--- config.mk ---
export PLATFORM = sky130hd
export DESIGN_NAME = dbg_mem_cmd
export DESIGN_NICKNAME = d
export VERILOG_FILES = /design/src/rtl/dbg_mem_cmd.sv
export SDC_FILE = /design/constraint.sdc
export NUM_CORES = 1
export LEC_CHECK = 0
export ABC_AREA = 1
export BUFFER_PORTS_ARGS = -buffer_cell sky130_fd_sc_hd__buf_2
export CAP_MARGIN = 25
export CORE_MARGIN = 2
export CORE_UTILIZATION = 59
export DETAILED_ROUTE_END_ITERATION = 6
export PLACE_DENSITY = 0.81
export RECOVER_POWER = 50
export SLEW_MARGIN = 20
export SYNTH_ARGS = -nofsm -noshare
export SYNTH_HDL_FRONTEND = slang
export SYNTH_SLANG_ARGS = --single-unit
--- constraint.sdc ---
create_clock -name clk -period 4 [get_ports clk]
set_input_delay 0.4 -clock clk [delete_from_list [all_inputs] [get_ports clk]]
set_output_delay 0.4 -clock clk [all_outputs]
set_load 0.005 [all_outputs]
--- src/rtl/dbg_mem_cmd.sv ---
module dbg_mem_cmd #(
  parameter int         IDLE_LIMIT = 4096,
  parameter logic [7:0] SYNC       = 8'h39
) (
  input  logic        clk,
  input  logic        rst_n,
  input  logic        rx_valid,
  input  logic [7:0]  rx_data,
  output logic        mem_req,
  output logic        mem_we,
  output logic [15:0] mem_addr,
  output logic [15:0] mem_wdata,
  output logic [1:0]  mem_be,
  input  logic        mem_ack,
  input  logic [15:0] mem_rdata,
  output logic        tx_valid,
  output logic [7:0]  tx_data,
  input  logic        tx_ready
);
  localparam int CW = $clog2(IDLE_LIMIT + 1);
  localparam logic [7:0] LEN_RD = 8'd5;
  localparam logic [7:0] LEN_WR = 8'd7;

  typedef enum logic [2:0] {HUNT, GET_LEN, GET_ID, GET_BODY, ACCESS, REPLY} st_t;

  st_t          st;
  logic [2:0]   pos;
  logic [7:0]   flen, cmd, sum;
  logic [15:0]  addr, wdat, rdat;
  logic [CW-1:0] idle;

  logic       is_read, is_word, in_frame, timed_out, id_ok;
  logic [2:0] rlen;
  logic [7:0] rsum;

  assign is_read   = (cmd == 8'd1) || (cmd == 8'd2);
  assign is_word   = (cmd == 8'd1) || (cmd == 8'd3);
  assign in_frame  = (st == GET_LEN) || (st == GET_ID) || (st == GET_BODY);
  assign timed_out = in_frame && !rx_valid && (idle == CW'(IDLE_LIMIT - 1));
  assign id_ok     = (((rx_data == 8'd1) || (rx_data == 8'd2)) && (flen == LEN_RD)) ||
                     (((rx_data == 8'd3) || (rx_data == 8'd4)) && (flen == LEN_WR));
  assign rlen      = (cmd == 8'd1) ? 3'd5 : (cmd == 8'd2) ? 3'd4 : 3'd3;
  assign rsum      = {5'd0, rlen} + cmd + (is_read ? rdat[7:0] : 8'h00)
                   + ((cmd == 8'd1) ? rdat[15:8] : 8'h00);

  assign mem_req   = (st == ACCESS);
  assign mem_we    = !is_read;
  assign mem_be    = is_word ? 2'b11 : 2'b01;
  assign mem_addr  = addr;
  assign mem_wdata = is_word ? wdat : {8'h00, wdat[7:0]};
  assign tx_valid  = (st == REPLY);

  always_comb begin
    if (pos == 3'd0)      tx_data = SYNC;
    else if (pos == 3'd1) tx_data = {5'd0, rlen};
    else if (pos == 3'd2) tx_data = cmd;
    else if (pos == rlen) tx_data = rsum;
    else if (pos == 3'd3) tx_data = rdat[7:0];
    else                  tx_data = rdat[15:8];
  end

  always_ff @(posedge clk or negedge rst_n) begin
    if (!rst_n) begin
      st   <= HUNT;
      pos  <= '0;
      flen <= '0;
      cmd  <= '0;
      sum  <= '0;
      addr <= '0;
      wdat <= '0;
      rdat <= '0;
      idle <= '0;
    end else begin
      if (!in_frame || rx_valid) idle <= '0;
      else                       idle <= idle + 1'b1;

      if (timed_out) st <= HUNT;
      else begin
        case (st)
          HUNT:
            if (rx_valid && rx_data == SYNC) st <= GET_LEN;
          GET_LEN:
            if (rx_valid) begin
              flen <= rx_data;
              sum  <= rx_data;
              st   <= (rx_data == LEN_RD || rx_data == LEN_WR) ? GET_ID : HUNT;
            end
          GET_ID:
            if (rx_valid) begin
              cmd <= rx_data;
              sum <= sum + rx_data;
              pos <= 3'd3;
              st  <= id_ok ? GET_BODY : HUNT;
            end
          GET_BODY:
            if (rx_valid) begin
              if (pos == flen[2:0]) begin
                st <= (rx_data == sum) ? ACCESS : HUNT;
              end else begin
                sum <= sum + rx_data;
                pos <= pos + 3'd1;
                case (pos)
                  3'd3:    addr[7:0]  <= rx_data;
                  3'd4:    addr[15:8] <= rx_data;
                  3'd5:    wdat[7:0]  <= rx_data;
                  default: wdat[15:8] <= rx_data;
                endcase
              end
            end
          ACCESS:
            if (mem_ack) begin
              rdat <= mem_rdata;
              pos  <= '0;
              st   <= REPLY;
            end
          REPLY:
            if (tx_ready) begin
              if (pos == rlen) st <= HUNT;
              else             pos <= pos + 3'd1;
            end
          default: st <= HUNT;
        endcase
      end
    end
  end
endmodule

==> Word-level counts from Yosys, hierarchy flattened <==
Index checks and enable logic that the tools add are counted.
{ "word_totals": {"regBits": 91, "out_inout_bits": 45} }
{ "op_classes": {"bitwise_logic": 3, "reduce_logical": 32, "mux": 37, "add_sub_neg": 6, "n_eq_ne": 41} }
{ "op_table": {"columns": ["op", "n"], "rows": [
  ["8-bit two-way mux", 11],
  ["3-bit two-way mux", 18],
  ["8-bit by 3-bit == test with 1-bit output, second input constant", 5],
  ["8-bit by 2-bit == test with 1-bit output, second input constant", 4],
  ["8-bit adder", 3],
  ["8-bit case mux with 3 select lines", 1],
  ["5-bit AND reduction", 4],
  ["3-bit case mux with 6 select lines", 1],
  ["8-bit by 1-bit == test with 1-bit output, second input constant", 2],
  ["16-bit two-way mux", 1],
  ["8-bit AND reduction", 2],
  ["13-bit by 1-bit adder with 13-bit output, second input constant", 1],
  ["13-bit by 12-bit == test with 1-bit output, second input constant", 1],
  ["13-bit two-way mux", 1],
  ["3-bit by 2-bit == test with 1-bit output, second input constant", 4],
  ["3-bit == test, second input constant", 4],
  ["3-bit != test, second input constant", 4],
  ["3-bit case mux with 4 select lines", 1],
  ["2-bit != test, second input constant", 5],
  ["1-bit logical OR", 9],
  ["3-bit by 1-bit != test with 1-bit output, second input constant", 3],
  ["3-bit AND reduction", 3],
  ["3-bit by 8-bit adder with 8-bit output", 1],
  ["8-bit by 6-bit == test with 1-bit output, second input constant", 1],
  ["15 further kinds", 29]
]} }

==> Logic depth before layout (Yosys ltp) <==
{ "logic_depth": {"ltp_word": 10, "depth_mapped": 25} }

==> Worst setup path after synthesis <==
OpenSTA, ideal clock, no wires.
{ "synth_timing": {"path_kind": "flip-flop to output port", "startpoint": "register cmd[0]", "endpoint": "output tx_data[7]", "stages_incl_launch_ff": 24, "slack_ps": 298, "required_time_ps": 3600, "arrival_time_ps": 3302, "path_cell_list": "dfrtp_1 inv_2 nand2_1 nor2_1 nand2_4 nand2_8 nand2_1 fa_1 fa_1 inv_1 ha_1 inv_1 fa_1 inv_1 nand4_1 nand3_1 nand2_1 nand2_1 inv_1 nand2_1 nand2_1 nand2_1 nand2_1 a21oi_1"} }
{ "synth_between": {"elab_chain_cells": 10, "elab_cells_between_ends": 15} }
{ "synth_lines": {"columns": ["item", "line", "source"], "rows": [
  ["start: declaration", "28", "logic [7:0] flen, cmd, sum;"],
  ["start signal: assignment", "90", "cmd <= rx_data;"],
  ["8-bit by 2-bit == test with 1-bit output", "36, 42", null],
  ["3-bit two-way mux (2 in series)", "42", "assign rlen = (cmd == 8'd1) ? 3'd5 : (cmd == 8'd2) ? 3'd4 : 3'd3;"],
  ["3-bit by 8-bit adder with 8-bit output", "43", "assign rsum = {5'd0, rlen} + cmd + (is_read ? rdat[7:0] : 8'h00)"],
  ["8-bit adder", "43", null],
  ["8-bit adder", "44", "+ ((cmd == 8'd1) ? rdat[15:8] : 8'h00);"],
  ["8-bit two-way mux *", "57", "else if (pos == rlen) tx_data = rsum;"],
  ["8-bit two-way mux *", "56", "else if (pos == 3'd2) tx_data = cmd;"],
  ["8-bit two-way mux *", "55", "else if (pos == 3'd1) tx_data = {5'd0, rlen};"],
  ["8-bit two-way mux *", "54", "if (pos == 3'd0) tx_data = SYNC;"],
  ["end: declaration", "17", "output logic [7:0] tx_data,"]
]} }
Every way passes the cells marked *; elsewhere a longest branch is shown, timed or not.

==> Worst setup path in the final report <==
{ "layout_timing": {"startpoint": "register cmd[6]", "endpoint": "output tx_data[7]"} }
The elaborated chain is that of the path after synthesis.

==> results.sh <==
export IMPL_status="finished with violations"
export IMPL_failed_checks="capacitance limit, slew limit, setup timing"
export IMPL_dieWidth_microns=102
export IMPL_dr_max_layer_used="met4"
export IMPL_post_place_ws_ns=0.00215
export IMPL_finalCritPeriodShare_pct=106
export IMPL_cp_end_kind="output port"
export IMPL_async_flop_share_pct=100
export IMPL_cts_sinks=91
export IMPL_report_final_setup_viol=4
export IMPL_mappedNetlistNets=752
export IMPL_p_per_area_nw_per_um2=441
export IMPL_h_tree_depth=3
export IMPL_nFillCells=699
export IMPL_multi_input_area_sq_um=3010
export IMPL_cts_root_buf="clkbuf_8"
export IMPL_synth_area_top_cells="dfrtp_1 (40%), nand2_1 (9.9%), inv_1 (5.7%)"
export IMPL_pin_count=74
export IMPL_wirelength_microns=14000
export IMPL_die_height_microns=102
export IMPL_clock_latency_ns=0.37
export IMPL_mostFrequentLayoutCells="nand2_1 (146), dfrtp_1 (91), inv_1 (81)"
export IMPL_io_buffer_count=72
export IMPL_die_area_sq_um=10400
export IMPL_wl_met3_microns=932
export IMPL_coreArea_sq_um=9280
export IMPL_cts_made_buffers=9
export IMPL_drive_above_1_share_pct=24.6
export IMPL_grt_max_degree=68
export IMPL_layout_nets=840
export IMPL_slew_violations=68
export IMPL_viasPerCell=5.45
export IMPL_grt_pass1_vias=4661
export IMPL_yosysWarnings=0
export IMPL_fin_ws_ns=-0.246
export IMPL_ys_ff_latch=91
export IMPL_layout_commonest_cell="nand2_1"
export IMPL_finalClockSkew_ns=0.0160
export IMPL_critPathLaunch="cmd[6]"
export IMPL_first_pass_iters=5
export IMPL_antenna_found_initial=0
export IMPL_arrival_ns=3.85
export IMPL_grt_total_usage_pct=27.4
export IMPL_hold_worst_slack_ns=0.247
export IMPL_ant_nets=0
export IMPL_synth_edf_count=0
export IMPL_vias=4960
export IMPL_setup_worst_path_start_class="register"
export IMPL_cts_path_max_buffers=2
export IMPL_hold_path_class="in -> reg"
export IMPL_drt_initial_drc_count=319
export IMPL_hold_buffers=0
export IMPL_hold_viol_final=0
export IMPL_timing_fmax_mhz=236
export IMPL_rsz0062_at_grt="yes"
export IMPL_synthCells=688
export IMPL_drc=0
export IMPL_synth_top_cell_area_share_pct=40.2
export IMPL_peakVddDrop_mv=0.308
export IMPL_required_ns=3.60
export IMPL_cts_tree="yes"
export IMPL_max_slew_margin_pct=-10.8
export IMPL_reg2reg_from="pos[2]"
export IMPL_critical_path_peak_fanout=5
export IMPL_power_uw=2890
export IMPL_maxCapViolations=1
export IMPL_reg2reg_slack_ns=1.56
export IMPL_wl_met1_microns=6080
export IMPL_synthDistinctLibCells=46
export IMPL_path_class="reg -> out"
export IMPL_diodes=0
export IMPL_placementRows=35
export IMPL_gr_total_overflow=0
export IMPL_fin_crit_ns=4.25
export IMPL_tightestPinTransition_ns=1.66
export IMPL_min_delay_start="mem_rdata[9]"
export IMPL_netlist_top_cell_by_area="dfrtp_1"
export IMPL_wl_per_cell_microns=15.4
export IMPL_areaGrowthSynthToFinish_pct=15.7
export IMPL_initial_core_util_pct=61.1
export IMPL_met2WireLength_microns=6810
export IMPL_place_congestion=0.949
export IMPL_clkTransAtPathRegs_ns=0.11
export IMPL_synthesis_area_sq_um=5670
export IMPL_leakagePower_uw=0.00328
export IMPL_synth_yosys_seq_area_share_pct=40.2
export IMPL_synth_ff_type="dfrtp_1"
export IMPL_grt_pass1_wl_microns=22100
export IMPL_seq_area_sq_um=2280
export IMPL_avgSynthCellArea_sq_um=8.24
export IMPL_hpwlAfterDp_microns=9950
## report_power, final
part	internal, uW	switching (uW)
Clock	244	382
Combinational	447	673
Sequential	1040	100
Total	1730	1150
## Yosys cell counts (2+ instances only)
library cell	instances
ha_1	24
nor2_1	58
nand2_2	6
a31oi_1	3
buf_6	4
nand3_1	29
nand3_2	4
a21oi_2	3
nor3_1	10
o21ai_0	48
buf_2	5
o21ai_1	15
nand4_1	10
or2_2	2
o211ai_2	2
clkbuf_1	3
o21a_1	8
buf_4	10
nand2_4	3
o21bai_1	2
inv_1	86
nor3b_1	2
o21ai_2	15
dfrtp_1	91
inv_2	10
nand3_4	2
xor2_1	7
fa_1	11
nor2_2	2
nor2_4	3
nand2_1	149
xnor2_1	5
mux2_2	10
a21oi_1	33
nor4_1	2
## critical path, cell delays in order, from the launching register on
cell and delay (ns):
dfrtp_1 0.41, inv_2 0.08, nand2_2 0.07, nor2_4 0.20
nand2_4 0.10, nand2_8 0.09, buf_4 0.12, nand2_1 0.07
fa_1 0.50, inv_1 0.04, ha_1 0.31, ha_1 0.37
inv_1 0.11, o21bai_1 0.21, nand2_1 0.11, nand3_1 0.10
nand2_1 0.05, nand2_1 0.07, inv_1 0.04, nand2_1 0.04
nand2_1 0.05, nand2_1 0.05, nand2_1 0.05, a21oi_1 0.11
buf_2 0.13
## layout make-up
cell class	instances	share of cell area, %
multi-input combinational	479	45.9
sequential	91	34.7
timing repair buffer	99	8.38
inverter	96	5.50
tap	129	2.46
clock buffer	9	1.89
clock inverter	7	1.11
## worst paths after layout
| kind | to | cells after the start |
|---|---|---|
| worst max-delay path | tx_data[7] | 24 |
| worst min-delay path | rdat[9] | 2 |
| worst max register to register | mem_addr[2] | 6 |
| worst min register to register | idle[0] | 1 |
| max in group asynchronous | cmd[7] | 2 |
| min in group asynchronous | rdat[15] | 1 |
## per-stage QoR
stage	instance area (sq um)	utilization [%]	setup TNS [ns]	cells
final	6560	70.6	-0.612	910
after global routing	6560	70.6	-1.43	910
after CTS	6410	69.0	-0.419	900
after detailed placement	6070	65.3	0	871
after global placement	6070	65.3	0	871
after floorplan	5670	-	0	688
## flip-flops by register name (all words and copies together) (netlist names)
name and count:
st 3, cmd 8, wdat 16, sum 8
mem_addr 16, rdat 16, idle 13, pos 3
flen 8
## logic make-up (layout without fill, tap and decap cells)
kind of cell / Yosys count / in the layout / synth area share (%)
multiplexers: 10 / 10 / 1.99
AND/OR/NAND/NOR: 288 / 288 / 23.7
XOR/XNOR: 12 / 12 / 1.85
flip-flops: 91 / 91 / 40.2
adder cells (fa/ha/maj): 35 / 35 / 9.18
AO/OA/AOI/OAI: 133 / 133 / 13.9
other: 1 / 1 / 0.0662
buffers and inverters: 118 / 211 / 9.12
## layer usage
layer	global-route usage (%)	vias up
met2	45.7	168
met3	5.13	21
met5	0	-
met1	37.2	2373
met4	6.97	0
li1	-	2398
## what timing repair did
| action | 4_1_cts | 5_1_grt |
|---|---|---|
| setup endpoints to repair | 6 | 6 |
| resized for setup | 13 | 20 |
| setup buffers | 13 | 10 |
| pin swaps | 17 | 12 |
(Power assumes the default switching activity.)
